`src/rtl/pw_pkg.sv`:
```
package pw_pkg;

   typedef enum logic [2:0] {
      PW_IDLE,
      PW_RD1,
      PW_WT1,
      PW_RD2,
      PW_WT2,
      PW_OK,
      PW_FLT
   } pw_state_e;

   // Entry layout: bit positions decoded by the walker and by the cache that loads it
   localparam int unsigned PW_VALID_BIT  = 0;
   localparam int unsigned PW_RIGHTS_LSB = 1;
   localparam int unsigned PW_RIGHTS_W   = 3;

endpackage

```
`src/rtl/pw_addr_form.sv`:
```
// Entry address = table base + index * entry size
module pw_addr_form #(
   parameter int unsigned AW          = 32,
   parameter int unsigned IDX_W       = 10,
   parameter int unsigned ENTRY_BYTES = 4
) (
   input  logic [AW-1:0]    base_i,
   input  logic [IDX_W-1:0] idx_i,
   output logic [AW-1:0]    addr_o
);

   localparam int unsigned SH = $clog2(ENTRY_BYTES);
   localparam bit POW2 = ((1 << SH) == ENTRY_BYTES);

   generate
      if (IDX_W + SH > AW) begin : g_bad
         $error("pw_addr_form: index does not fit in address width");
      end
      if (POW2) begin : g_shift
         assign addr_o = base_i + (AW'(idx_i) << SH);
      end else begin : g_mult
         assign addr_o = base_i + (AW'(idx_i) * AW'(ENTRY_BYTES));
      end
   endgenerate

endmodule

```
`src/rtl/pw_entry_dec.sv`:
```
// Turns a table entry's page number into the base of the next table
module pw_entry_dec #(
   parameter int unsigned AW    = 32,
   parameter int unsigned PPN_W = 20,
   parameter int unsigned OFF_W = 12
) (
   input  logic [PPN_W-1:0] ppn_i,
   output logic [AW-1:0]    next_base_o
);

   generate
      if (PPN_W + OFF_W > AW) begin : g_bad
         $error("pw_entry_dec: page number plus offset exceed address width");
      end else if (PPN_W + OFF_W == AW) begin : g_exact
         assign next_base_o = {ppn_i, {OFF_W{1'b0}}};
      end else begin : g_pad
         assign next_base_o = {{(AW-PPN_W-OFF_W){1'b0}}, ppn_i, {OFF_W{1'b0}}};
      end
   endgenerate

endmodule

```
`src/rtl/pw_fsm.sv`:
```
module pw_fsm
   import pw_pkg::*;
(
   input  logic      clk,
   input  logic      rst_n,
   input  logic      start_i,
   input  logic      rsp_valid_i,
   input  logic      ent_valid_i,
   output pw_state_e state_o
);

   pw_state_e state_q, state_d;

   always_comb begin
      state_d = state_q;
      unique case (state_q)
         PW_IDLE: if (start_i) state_d = PW_RD1;
         PW_RD1:  state_d = PW_WT1;
         PW_WT1:  if (rsp_valid_i) state_d = ent_valid_i ? PW_RD2 : PW_FLT;
         PW_RD2:  state_d = PW_WT2;
         PW_WT2:  if (rsp_valid_i) state_d = ent_valid_i ? PW_OK : PW_FLT;
         PW_OK:   state_d = PW_IDLE;
         PW_FLT:  state_d = PW_IDLE;
         default: state_d = PW_IDLE;
      endcase
   end

   always_ff @(posedge clk or negedge rst_n) begin
      if (!rst_n) state_q <= PW_IDLE;
      else        state_q <= state_d;
   end

   assign state_o = state_q;

endmodule

```
`src/rtl/pt_walker.sv`:
```
module pt_walker
   import pw_pkg::*;
#(
   parameter int unsigned VA_W        = 32,
   parameter int unsigned AW          = 32,
   parameter int unsigned PTE_W       = 32,
   parameter int unsigned L1_W        = 10,
   parameter int unsigned L2_W        = 10,
   parameter int unsigned OFF_W       = 12,
   parameter int unsigned ENTRY_BYTES = 4
) (
   input  logic             clk,
   input  logic             rst_n,
   input  logic             start_i,
   input  logic [VA_W-1:0]  va_i,
   input  logic [AW-1:0]    ptbr_i,
   output logic             busy_o,
   output logic             done_o,
   output logic             fault_o,
   output logic             fault_lvl_o,
   output logic [VA_W-1:0]  fault_va_o,
   output logic [PTE_W-1:0] pte_o,
   output logic             mem_req_o,
   output logic [AW-1:0]    mem_addr_o,
   input  logic             mem_rsp_valid_i,
   input  logic [PTE_W-1:0] mem_rsp_data_i
);

   localparam int unsigned PPN_W = PTE_W - OFF_W;
   localparam int unsigned L1_LSB = OFF_W + L2_W;

   generate
      if (L1_W + L2_W + OFF_W != VA_W) begin : g_bad_split
         $error("pt_walker: index and offset widths must sum to VA_W");
      end
      if (PTE_W <= OFF_W + PW_RIGHTS_LSB + PW_RIGHTS_W - 1) begin : g_bad_pte
         $error("pt_walker: entry too narrow for its fields");
      end
   endgenerate

   pw_state_e        state;
   logic [VA_W-1:0]  va_q;
   logic [AW-1:0]    ptbr_q;
   logic [PTE_W-1:0] ent_q;
   logic             lvl_q;
   logic [AW-1:0]    l1_addr, l2_addr, l2_base;
   logic             rsp_ent_valid;

   assign rsp_ent_valid = mem_rsp_data_i[PW_VALID_BIT];

   pw_fsm u_fsm (
      .clk         (clk),
      .rst_n       (rst_n),
      .start_i     (start_i),
      .rsp_valid_i (mem_rsp_valid_i),
      .ent_valid_i (rsp_ent_valid),
      .state_o     (state)
   );

   pw_addr_form #(.AW(AW), .IDX_W(L1_W), .ENTRY_BYTES(ENTRY_BYTES)) u_l1_addr (
      .base_i (ptbr_q),
      .idx_i  (va_q[L1_LSB +: L1_W]),
      .addr_o (l1_addr)
   );

   pw_entry_dec #(.AW(AW), .PPN_W(PPN_W), .OFF_W(OFF_W)) u_dec (
      .ppn_i       (ent_q[OFF_W +: PPN_W]),
      .next_base_o (l2_base)
   );

   pw_addr_form #(.AW(AW), .IDX_W(L2_W), .ENTRY_BYTES(ENTRY_BYTES)) u_l2_addr (
      .base_i (l2_base),
      .idx_i  (va_q[OFF_W +: L2_W]),
      .addr_o (l2_addr)
   );

   always_ff @(posedge clk or negedge rst_n) begin
      if (!rst_n) begin
         va_q   <= '0;
         ptbr_q <= '0;
         ent_q  <= '0;
         lvl_q  <= 1'b0;
      end else begin
         if (state == PW_IDLE && start_i) begin
            va_q   <= va_i;
            ptbr_q <= ptbr_i;
         end
         if (state == PW_WT1 && mem_rsp_valid_i) begin
            ent_q <= mem_rsp_data_i;
            lvl_q <= 1'b0;
         end
         if (state == PW_WT2 && mem_rsp_valid_i) begin
            ent_q <= mem_rsp_data_i;
            lvl_q <= 1'b1;
         end
      end
   end

   assign busy_o      = (state != PW_IDLE);
   assign done_o      = (state == PW_OK) || (state == PW_FLT);
   assign fault_o     = (state == PW_FLT);
   assign fault_lvl_o = lvl_q;
   assign fault_va_o  = va_q;
   assign pte_o       = ent_q;
   assign mem_req_o   = (state == PW_RD1) || (state == PW_RD2);
   assign mem_addr_o  = (state == PW_RD2) ? l2_addr : l1_addr;

endmodule

```
`config.mk`:
```
export PLATFORM = sky130hd
export DESIGN_NAME = pt_walker
export DESIGN_NICKNAME = d
export VERILOG_FILES = /design/src/rtl/pw_pkg.sv /design/src/rtl/pw_addr_form.sv /design/src/rtl/pw_entry_dec.sv /design/src/rtl/pw_fsm.sv /design/src/rtl/pt_walker.sv
export SDC_FILE = /design/constraint.sdc
export NUM_CORES = 1
export LEC_CHECK = 0
export BUFFER_PORTS_ARGS = -buffer_cell sky130_fd_sc_hd__buf_2
export CAP_MARGIN = 30
export CORE_ASPECT_RATIO = 0.5
export CORE_MARGIN = 8
export CORE_UTILIZATION = 46
export DETAILED_ROUTE_END_ITERATION = 6
export MAX_ROUTING_LAYER = met4
export PLACE_DENSITY = 0.76
export RECOVER_POWER = 100
export SETUP_SLACK_MARGIN = 0.05
export SLEW_MARGIN = 20
export SYNTH_ARGS = -nofsm -noshare
export SYNTH_HDL_FRONTEND = slang
export SYNTH_SLANG_ARGS = --single-unit
```
`constraint.sdc`:
```
create_clock -name clk -period 4.9 [get_ports clk]
set_input_delay 0.49 -clock clk [delete_from_list [all_inputs] [get_ports clk]]
set_output_delay 0.49 -clock clk [all_outputs]
set_load 0.1 [all_outputs]
```
## Word-level counts from Yosys, hierarchy flattened

Index checks and enable logic that the tools add are counted.

| word-level totals | value |
|---|---|
| input port bits | 100 |
| flip-flop bits (word level) | 100 |
| output and inout bits | 101 |
| word-level logic and storage cells | 36 |

| cells by class | value |
|---|---|
| eq/ne operators | 9 |
| mux-type cells | 11 |
| reduce and logical (&&, ||, !) cells | 9 |
| add/sub/neg operators | 2 |

Operator list:

| cell | number |
|---|---|
| two-way mux 32 bit | 3 |
| adder 32 x 12 -> 32 bit | 2 |
| one-hot mux 3 bit (5 select lines) | 1 |
| two-way mux 3 bit | 4 |
| equality test 3 bit, second input constant | 3 |
| equality test 3 x 2 -> 1 bit, second input constant | 2 |
| inequality test 2 bit, second input constant | 3 |
| equality test 3 x 1 -> 1 bit, second input constant | 1 |
| logical AND 1 bit | 3 |
| zero test 3 bit | 1 |
| AND reduction 3 bit | 1 |
| nonzero test 3 bit | 1 |
| logical OR 1 bit | 2 |
| two-way mux 1 bit | 2 |
| two-way mux 2 bit | 1 |
| nonzero test 2 bit | 1 |

## Logic depth before layout (Yosys ltp)

Gate-level depths: netlist of run 1.

| depth | value |
|---|---|
| depth after elaboration | 4 |
| depth in mapped cells | 8 |
| gate-level depth less buffers | 8 |

## Hierarchy

Synthesis of run 1 repeated with hierarchy kept, for this count alone.

| unflattened totals | value |
|---|---|
| cell total of the unflattened synthesis | 543 |
| area total of the unflattened synthesis | 6,525.0 um^2 |

By module, submodules not included:

| module | times used | area an instance (um^2) | sequential area each (um^2) | cells each |
|---|---|---|---|---|
| pt_walker | 1 | 4,365.4 | 2,427.3 | 252 |
| pw_addr_form | 2 | 879.6 | 0.0 | 121 |
| pw_entry_dec | 1 | 244.0 | 0.0 | 33 |
| pw_fsm | 1 | 156.4 | 75.1 | 16 |

## Worst setup path before layout of run 1

Ideal clock, no wire load.

| path | value |
|---|---|
| kind | reg2out |
| from | register va_q[22] (netlist: fault_va_o[22]) |
| to | output port mem_addr_o[14] |
| stages on the path, launching flop included | 9 |
| data required time | 4.410 ns |
| slack | -0.244 ns |
| path buffers | 0 |
| arrival time | 4.654 ns |
| cells stage by stage | dfrtp_1 > ha_1 > fa_1 > a21o_1 > a221oi_2 > o21ai_1 > nor2b_1 > xnor2_1 > o21ai_0 |

| between the ends | value |
|---|---|
| word-level cells in the longest chain between the ends | 2 |

Ends and longest elaborated chain:

| item | line | text |
|---|---|---|
| start, declared | pt_walker.sv:42 | `logic [VA_W-1:0] va_q;` |
| start signal, assigned | pt_walker.sv:85 | `va_q <= va_i;` |
| adder 32 x 12 -> 32 bit | pw_addr_form.sv:20 | `assign addr_o = base_i + (AW'(idx_i) << SH);` |
| two-way mux 32 bit | pt_walker.sv:106 | `assign mem_addr_o = (state == PW_RD2) ? l2_addr : l1_addr;` |
| end, declared | pt_walker.sv:24 | `output logic [AW-1:0] mem_addr_o,` |

Every way passes these cells.

## Worst setup path after layout of run 1

| path | value |
|---|---|
| from | register va_q[30] (netlist: fault_va_o[30]) |
| to | output port mem_addr_o[17] |

Same word-level chain as after synthesis.

==> results of run 1 <==
[how the worst max path moves through the flow]
stage                         startpoint              to  slack [ns]  depth (start not counted)
after floorplan           fault_va_o[22]   mem_addr_o[6]        0.32                          6
after global placement    fault_va_o[22]  mem_addr_o[14]        1.56                          9
after detailed placement  fault_va_o[22]  mem_addr_o[14]        1.60                          9
after CTS                 fault_va_o[22]  mem_addr_o[14]        1.18                          9
after global routing      fault_va_o[30]  mem_addr_o[17]        0.52                          8
final                     fault_va_o[30]  mem_addr_o[17]        0.69                          8
[worst min-delay path: stages]
cell and delay, ns:
sky130_fd_sc_hd__buf_2 0.07, sky130_fd_sc_hd__nand2_1 0.03, sky130_fd_sc_hd__o21ai_0 0.06
[per-stage QoR]
step | instance area [µm²] | std cells | setup slack (ns) | hold WS, ns | util
6_report | 6440 | 782 | 0.6889 | 0.3489 | 0.5902
5_1_grt | 6440 | 782 | 0.5174 | 0.3595 | 0.5902
4_1_cts | 6569 | 780 | 1.178 | 0.2327 | 0.6020
3_5_place_dp | 6218 | 764 | 1.596 | 0.4895 | 0.5699
3_3_place_gp | 6218 | 764 | 1.560 | 0.4811 | 0.5699
2_1_floorplan | 5107 | 437 | 0.3238 | 0.1944 | -
[flip-flops by register name, summed over array words and instances (netlist names)]
name,flops
fault_lvl_o,1
pte_o,32
u_fsm.state_o,3
ptbr_q,32
fault_va_o,32
[cells in the final DEF (no fill, tap or decap), types with 3 or more instances in the layout]
cell type                   count
sky130_fd_sc_hd__a2111oi_4      3
sky130_fd_sc_hd__a211oi_1       3
sky130_fd_sc_hd__a21o_1         5
sky130_fd_sc_hd__a21oi_1       18
sky130_fd_sc_hd__and2_1         4
sky130_fd_sc_hd__and3_1         5
sky130_fd_sc_hd__buf_2        105
sky130_fd_sc_hd__bufinv_16      3
sky130_fd_sc_hd__clkbuf_1      94
sky130_fd_sc_hd__clkbuf_16      9
sky130_fd_sc_hd__clkbuf_2       4
sky130_fd_sc_hd__dfrtp_1      100
sky130_fd_sc_hd__ha_1          10
sky130_fd_sc_hd__inv_1          6
sky130_fd_sc_hd__mux2_2        93
sky130_fd_sc_hd__nand2_1       43
sky130_fd_sc_hd__nand3_1       12
sky130_fd_sc_hd__nor2_1        24
sky130_fd_sc_hd__nor2b_1        5
sky130_fd_sc_hd__nor3b_1        3
sky130_fd_sc_hd__o21ai_0       12
sky130_fd_sc_hd__o21ai_1       16
sky130_fd_sc_hd__xnor2_1       15
sky130_fd_sc_hd__xor2_1        13
[logic make-up after synthesis]
| group | after synthesis |
|---|---|
| fa+ha+maj | 11 |
| buf+inv | 27 |
| simple gates | 108 |
| flops | 100 |
| mux | 93 |
| xor+xnor | 28 |
| compound gates | 70 |
[routing by layer]
metal  share of wire  GRT usage
met1            0.43     0.2260
met2            0.50     0.3084
met3           0.051    0.04095
met4           0.015    0.04396
met5               0          -
[final cells by class]
class                      count  share of cell area
antenna                        1           0.0003886
clock buffer                  10             0.03711
clock inverter                 6             0.01729
inverter                       6            0.003497
multi-input combinational    310              0.3843
sequential                   100              0.3886
tap                          145             0.02817
timing repair buffer         204              0.1407
==> qor.log, run 1 <==
INFO  clocking       tritoncts=built
INFO  outcome        status=complete, but fails checks
INFO  timing         fin_crit_sh=0.8594
INFO  global_route   grt_start_max_net_pins=68
INFO  synthesis      largest_cells_by_area_after_synthesis=sky130_fd_sc_hd__dfrtp_1, sky130_fd_sc_hd__mux2_2, sky130_fd_sc_hd__nand2_1
INFO  synthesis      synth_top_family_by_area=multiplexers
INFO  timing         final-max-slew-violation-count=126
INFO  synthesis      netlist.top_cell.by_area=sky130_fd_sc_hd__dfrtp_1
INFO  synthesis      mappedNetlistArea=5107µm²
INFO  synthesis      yosys.area_share.simple=0.1031
INFO  global_route   number_of_global_route_vias_before_repair=4223
INFO  hold_path      worstHoldStart=ptbr_i[12]
INFO  clocking       clkLatencyLatePin=0.34ns
INFO  synthesis      yosys-mux-area-fraction=0.2050
INFO  drt            detailedRoute.firstPassIterationCount=4
INFO  synthesis      postSynthAreaPerCell=11.69µm²
INFO  hold_path      timing.hold.worst.class=input pin to flip-flop
INFO  global_route   grtUsageTotal=0.1855
INFO  setup_path     setup.reg_to_reg.worst_slack=1.85ns
INFO  setup_path     path_class=flip-flop to primary output
INFO  clocking       cts-buffers-inserted=9
INFO  clocking       cts_buffer_depth=2
INFO  clocking       resize_count_post_cts=0
INFO  global_route   grt_pass1_wl=21650µm
INFO  hold_path      hold_depth=3
INFO  setup_path     path_delay_family=compound AO/OA/AOI/OAI gates
INFO  timing         grt_setup_unrepaired=no
INFO  drt            antenna_violating_nets_post_route=0
INFO  synthesis      synthDominantCellAreaShare=0.4900
INFO  global_route   antenna_found_initial=1
INFO  floorplanning  die_area=14940µm²
INFO  layout         ff_latch_area=2502µm²
INFO  drt            vias_per_cell=5.132
INFO  clocking       cts_htree_levels=3
INFO  synthesis      number_of_flops_mapped_to_enable_cells_by_yosys=0
INFO  floorplanning  die_height=90.51µm
INFO  floorplanning  io-pin-count=201
INFO  synthesis      synthAdderAreaFrac=0.02842
INFO  synthesis      yosysWarningCount=0
INFO  setup_path     critical_path_cell_with_the_highest_stage_delay=sky130_fd_sc_hd__a21oi_1
INFO  setup_path     crit_path_frequent_cell=sky130_fd_sc_hd__a21oi_1
INFO  drt            detailroute.via_count=4013
INFO  layout         fillCellCount=990
INFO  setup_path     setup.worst_path.start_class=flip-flop
INFO  synthesis      sequential_element_share_of_the_synthesized_area=0.4900
INFO  synthesis      netlist-cell-type-count=44
INFO  synthesis      syn-num-nets=548
INFO  setup_path     end_kind=primary output
INFO  timing         finalHoldViolations=0
INFO  layout         area_occupied_by_multi_input_gates=2475µm²
INFO  timing         finalSetupTns=0ns
INFO  timing         fin_worst_skew=0.003375ns
INFO  place          place.detailed.hpwl=10330µm
INFO  setup_path     r2r_end=pte_o[6]
INFO  layout         area_growth=26.09%
INFO  outcome        failed_checks=capacitance limit, slew limit
INFO  drt            detail_route.wirelength=13620µm
INFO  clocking       clock_net_sink_count=100
INFO  layout         num-nets-final=742
INFO  timing         fmax=0.2375GHz
INFO  timing         max-slew-margin-rel=-1.036
INFO  global_route   global_route.overflow_total=0
INFO  drt            drt_iter0_markers=222
INFO  drt            wl_cell=17.41µm
INFO  place          gp_routability_congestion=0.8216
INFO  floorplanning  initial_standard_cell_utilization_of_the_core=0.4681
INFO  setup_path     timing.reg2reg.worst_path_depth=4
INFO  clocking       hold_buffers=0
INFO  floorplanning  fp-row-count=27
INFO  job            number_of_max_cap_violations=2
INFO  setup_path     worst_ep_required_time=4.41ns
INFO  synthesis      synthTopCellsByCount=sky130_fd_sc_hd__dfrtp_1, sky130_fd_sc_hd__mux2_2, sky130_fd_sc_hd__nand2_1
INFO  synthesis      yosysMostFrequentCell=sky130_fd_sc_hd__dfrtp_1
INFO  layout         drive_gt1_frac=0.3601
INFO  synthesis      synthXorXnorAreaFrac=0.04802
INFO  synthesis      ys_seq_elements=100
INFO  floorplanning  core=10910µm²
INFO  setup_path     cpPeakStageDelay=0.92ns
INFO  floorplanning  die_w=165.0µm
INFO  setup_path     timing.critical_path.cells=ha_1 > a21oi_1 > o21ai_0 > a21oi_1 > a21oi_4 > a41o_1 > nand3_1 > clkbuf_1
INFO  synthesis      async_reset_ff_frac=1.000
INFO  clocking       path_clk_slew=0.07ns
INFO  clocking       cts_root_buffer=sky130_fd_sc_hd__clkbuf_16
INFO  clocking       post-cts-setup-buffers=0
INFO  synthesis      ys.flop_type=sky130_fd_sc_hd__dfrtp_1
INFO  timing         tightest_slew=3.054ns
INFO  synthesis      post_synth_inst_count=437
INFO  setup_path     worst-path-max-fanout=8
INFO  timing         post-route-min-period=4.211ns
INFO  synthesis      synth_compound_area_frac=0.09922
INFO  timing         finalSetupViolCount=0
INFO  setup_path     cp.arrival=3.72ns
INFO  setup_path     worst_r2r_startpoint=u_fsm.state_o[2]
INFO  setup_path     critPathBufInv=1
INFO  drt            drc=0
INFO  place          portBuffers=200
INFO  hold_path      worstHoldEndpoint=ptbr_q[12]
Power of run 1 is not shown: default switching activity piles up to over one toggle a cycle in this logic, so the estimate is an artifact.
==> run 2, diff against run 1 <==
--- a/config.mk
+++ b/config.mk
@@ -9,7 +9,7 @@
 export CAP_MARGIN = 30
 export CORE_ASPECT_RATIO = 0.5
 export CORE_MARGIN = 8
-export CORE_UTILIZATION = 46
+export CORE_UTILIZATION = 44
 export DETAILED_ROUTE_END_ITERATION = 6
 export MAX_ROUTING_LAYER = met4
 export PLACE_DENSITY = 0.76
==> constraint.sdc (replaced) <==
create_clock -name clk -period 3.4 [get_ports clk]
set_input_delay 0.34 -clock clk [delete_from_list [all_inputs] [get_ports clk]]
set_output_delay 0.34 -clock clk [all_outputs]
set_load 0.1 [all_outputs]
==> run 2 against run 1 <==
The flow still finishes with violations (capacitance limit, slew limit). Global-route usage is 0.81 points higher. Hold slack worse by 0.15 ns. Critical path depth stayed put. Register-to-register slack worse by 1.5 ns. Die area is 3.9% higher. Design area is 6.3% higher. Wire length is 5.8% higher. Critical endpoint is now mem_addr_o[29]. Count of clock-buffer cells in the layout stayed put. Core utilization is 2.4 points higher. First-iteration DRC count is 23% lower.
==> qor.log, run 2 (synthesized netlist as in run 1, its figures left out) <==
INFO  floorplanning  die_height=92.19µm
INFO  layout         final_cell_mix=sky130_fd_sc_hd__buf_2, sky130_fd_sc_hd__dfrtp_1, sky130_fd_sc_hd__mux2_2
INFO  global_route   global_route.overflow_total=0
INFO  clocking       path_clk_slew=0.07ns
INFO  layout         layout_commonest_cell=sky130_fd_sc_hd__buf_2
INFO  drt            detailedRoute.firstPassIterationCount=5
INFO  floorplanning  core=11150µm²
INFO  clocking       cts-buffers-inserted=9
INFO  clocking       clkLatencyLatePin=0.34ns
INFO  floorplanning  io-pin-count=201
INFO  setup_path     path_class=flip-flop to primary output
INFO  drt            wl_cell=18.30µm
INFO  global_route   antenna_found_initial=1
INFO  layout         post-route-cell-area=6848µm²
INFO  layout         drive_gt1_frac=0.4509
INFO  global_route   grt_pass1_wl=23290µm
INFO  drt            drt_iter0_markers=170
INFO  place          gp_routability_congestion=0.7699
INFO  global_route   grt_start_max_net_pins=63
INFO  clocking       cts_root_buffer=sky130_fd_sc_hd__clkbuf_16
INFO  clocking       cts_htree_levels=3
INFO  setup_path     setup.reg_to_reg.worst_slack=0.32ns
INFO  place          postPlaceCellArea=6669µm²
INFO  timing         holdWs=0.2025ns
INFO  timing         max-slew-margin-rel=-0.05282
INFO  setup_path     end_kind=primary output
INFO  layout         fillCellCount=943
INFO  setup_path     timing.reg2reg.worst_path_depth=4
INFO  timing         fmax=0.3088GHz
INFO  hold_path      worstHoldStart=ptbr_i[24]
INFO  place          place.detailed.hpwl=11140µm
INFO  job            number_of_max_cap_violations=2
INFO  layout         area_growth=34.08%
INFO  place          portBuffers=200
INFO  setup_path     worst_r2r_startpoint=u_fsm.state_o[2]
INFO  timing         grt_setup_unrepaired=no
INFO  setup_path     worst_ep_required_time=3.06ns
INFO  floorplanning  fp-row-count=27
INFO  drt            drc=0
INFO  global_route   number_of_global_route_vias_before_repair=4531
INFO  hold_path      hold_depth=3
INFO  timing         tightest_slew=1.579ns
INFO  clocking       tritoncts=built
INFO  floorplanning  die_w=168.4µm
INFO  setup_path     r2r_end=pte_o[28]
INFO  global_route   grtUsageTotal=0.1936
INFO  drt            detailroute.via_count=4119
INFO  drt            detail_route.wirelength=14400µm
INFO  timing         fin_worst_skew=0.006767ns
INFO  layout         ff_latch_area=2509µm²
INFO  outcome        status=complete, but fails checks
INFO  clocking       cts_buffer_depth=2
INFO  hold_path      timing.hold.worst.class=input pin to flip-flop
INFO  clocking       hold_buffers=0
INFO  clocking       clock_net_sink_count=100
INFO  floorplanning  initial_standard_cell_utilization_of_the_core=0.4581
INFO  timing         fin_crit_sh=0.9524
INFO  timing         final-max-slew-violation-count=63
INFO  timing         post-route-min-period=3.238ns
INFO  layout         area_occupied_by_multi_input_gates=2700µm²
INFO  setup_path     worst-path-max-fanout=8
INFO  timing         finalSetupViolCount=0
INFO  layout         num-nets-final=747
INFO  drt            vias_per_cell=5.234
INFO  setup_path     setup.worst_path.start_class=flip-flop
INFO  outcome        failed_checks=capacitance limit, slew limit
INFO  drt            antenna_violating_nets_post_route=0
INFO  floorplanning  die_area=15520µm²
INFO  setup_path     cp.arrival=2.90ns
INFO  hold_path      worstHoldEndpoint=ptbr_q[24]
INFO  timing         finalHoldViolations=0
==> run 2: worst max-delay path, cell delays in order (launching register included) <==
cell and delay, ns:
sky130_fd_sc_hd__dfrtp_2 0.42, sky130_fd_sc_hd__ha_1 0.37, sky130_fd_sc_hd__a21o_1 0.25, sky130_fd_sc_hd__a31o_2 0.27, sky130_fd_sc_hd__o21ai_4 0.35, sky130_fd_sc_hd__a2111oi_4 0.13
sky130_fd_sc_hd__xnor2_1 0.19, sky130_fd_sc_hd__o21ai_4 0.13, sky130_fd_sc_hd__buf_2 0.43
==> run 2: final cells by class <==
class / count / share of cell area
inverter: 6 / 0.003289
tap: 145 / 0.02649
timing repair buffer: 209 / 0.1591
clock inverter: 6 / 0.01663
antenna: 1 / 0.0003654
clock buffer: 10 / 0.03344
sequential: 100 / 0.3663
multi-input combinational: 310 / 0.3943
==> run 2: stage by stage <==
step	cells	utilization	setup slack [ns]	TNS [ns]
global route	787	0.6143	0.04956	0
finish	787	0.6143	0.1617	0
detailed placement	768	0.5982	0.3190	0
floorplan	437	-	-0.01492	-0.01492
CTS	784	0.6303	0.04370	0
global placement	768	0.5982	0.3503	0
==> run 2: worst max-delay path by stage <==
stage          cells past startpoint            from             end  slack (ns)
6_report                           8  fault_va_o[26]  mem_addr_o[29]        0.16
5_1_grt                            8  fault_va_o[26]  mem_addr_o[21]        0.05
4_1_cts                            8  fault_va_o[26]  mem_addr_o[19]        0.04
3_5_place_dp                       9  fault_va_o[22]  mem_addr_o[26]        0.32
3_3_place_gp                       9  fault_va_o[22]  mem_addr_o[14]        0.35
2_1_floorplan                      6  fault_va_o[25]  mem_addr_o[21]       -0.01
==> run 2: routing by layer <==
metal,routed length (µm),global-route usage
met5,0,-
met4,310,0.06716
met3,818,0.05515
met2,7354,0.3350
met1,5920,0.2130
==> run 2: what timing repair did <==
| action | CTS | global route |
|---|---|---|
| pin swaps | 0 | 4 |
| gates cloned | 0 | 0 |
| endpoints found under the hold margin | 0 | 0 |
| endpoints found under the setup margin | 8 | 14 |
| gates resized for setup | 2 | 13 |
| buffers inserted | 0 | 1 |
Power of run 2 is left out for the same reason.
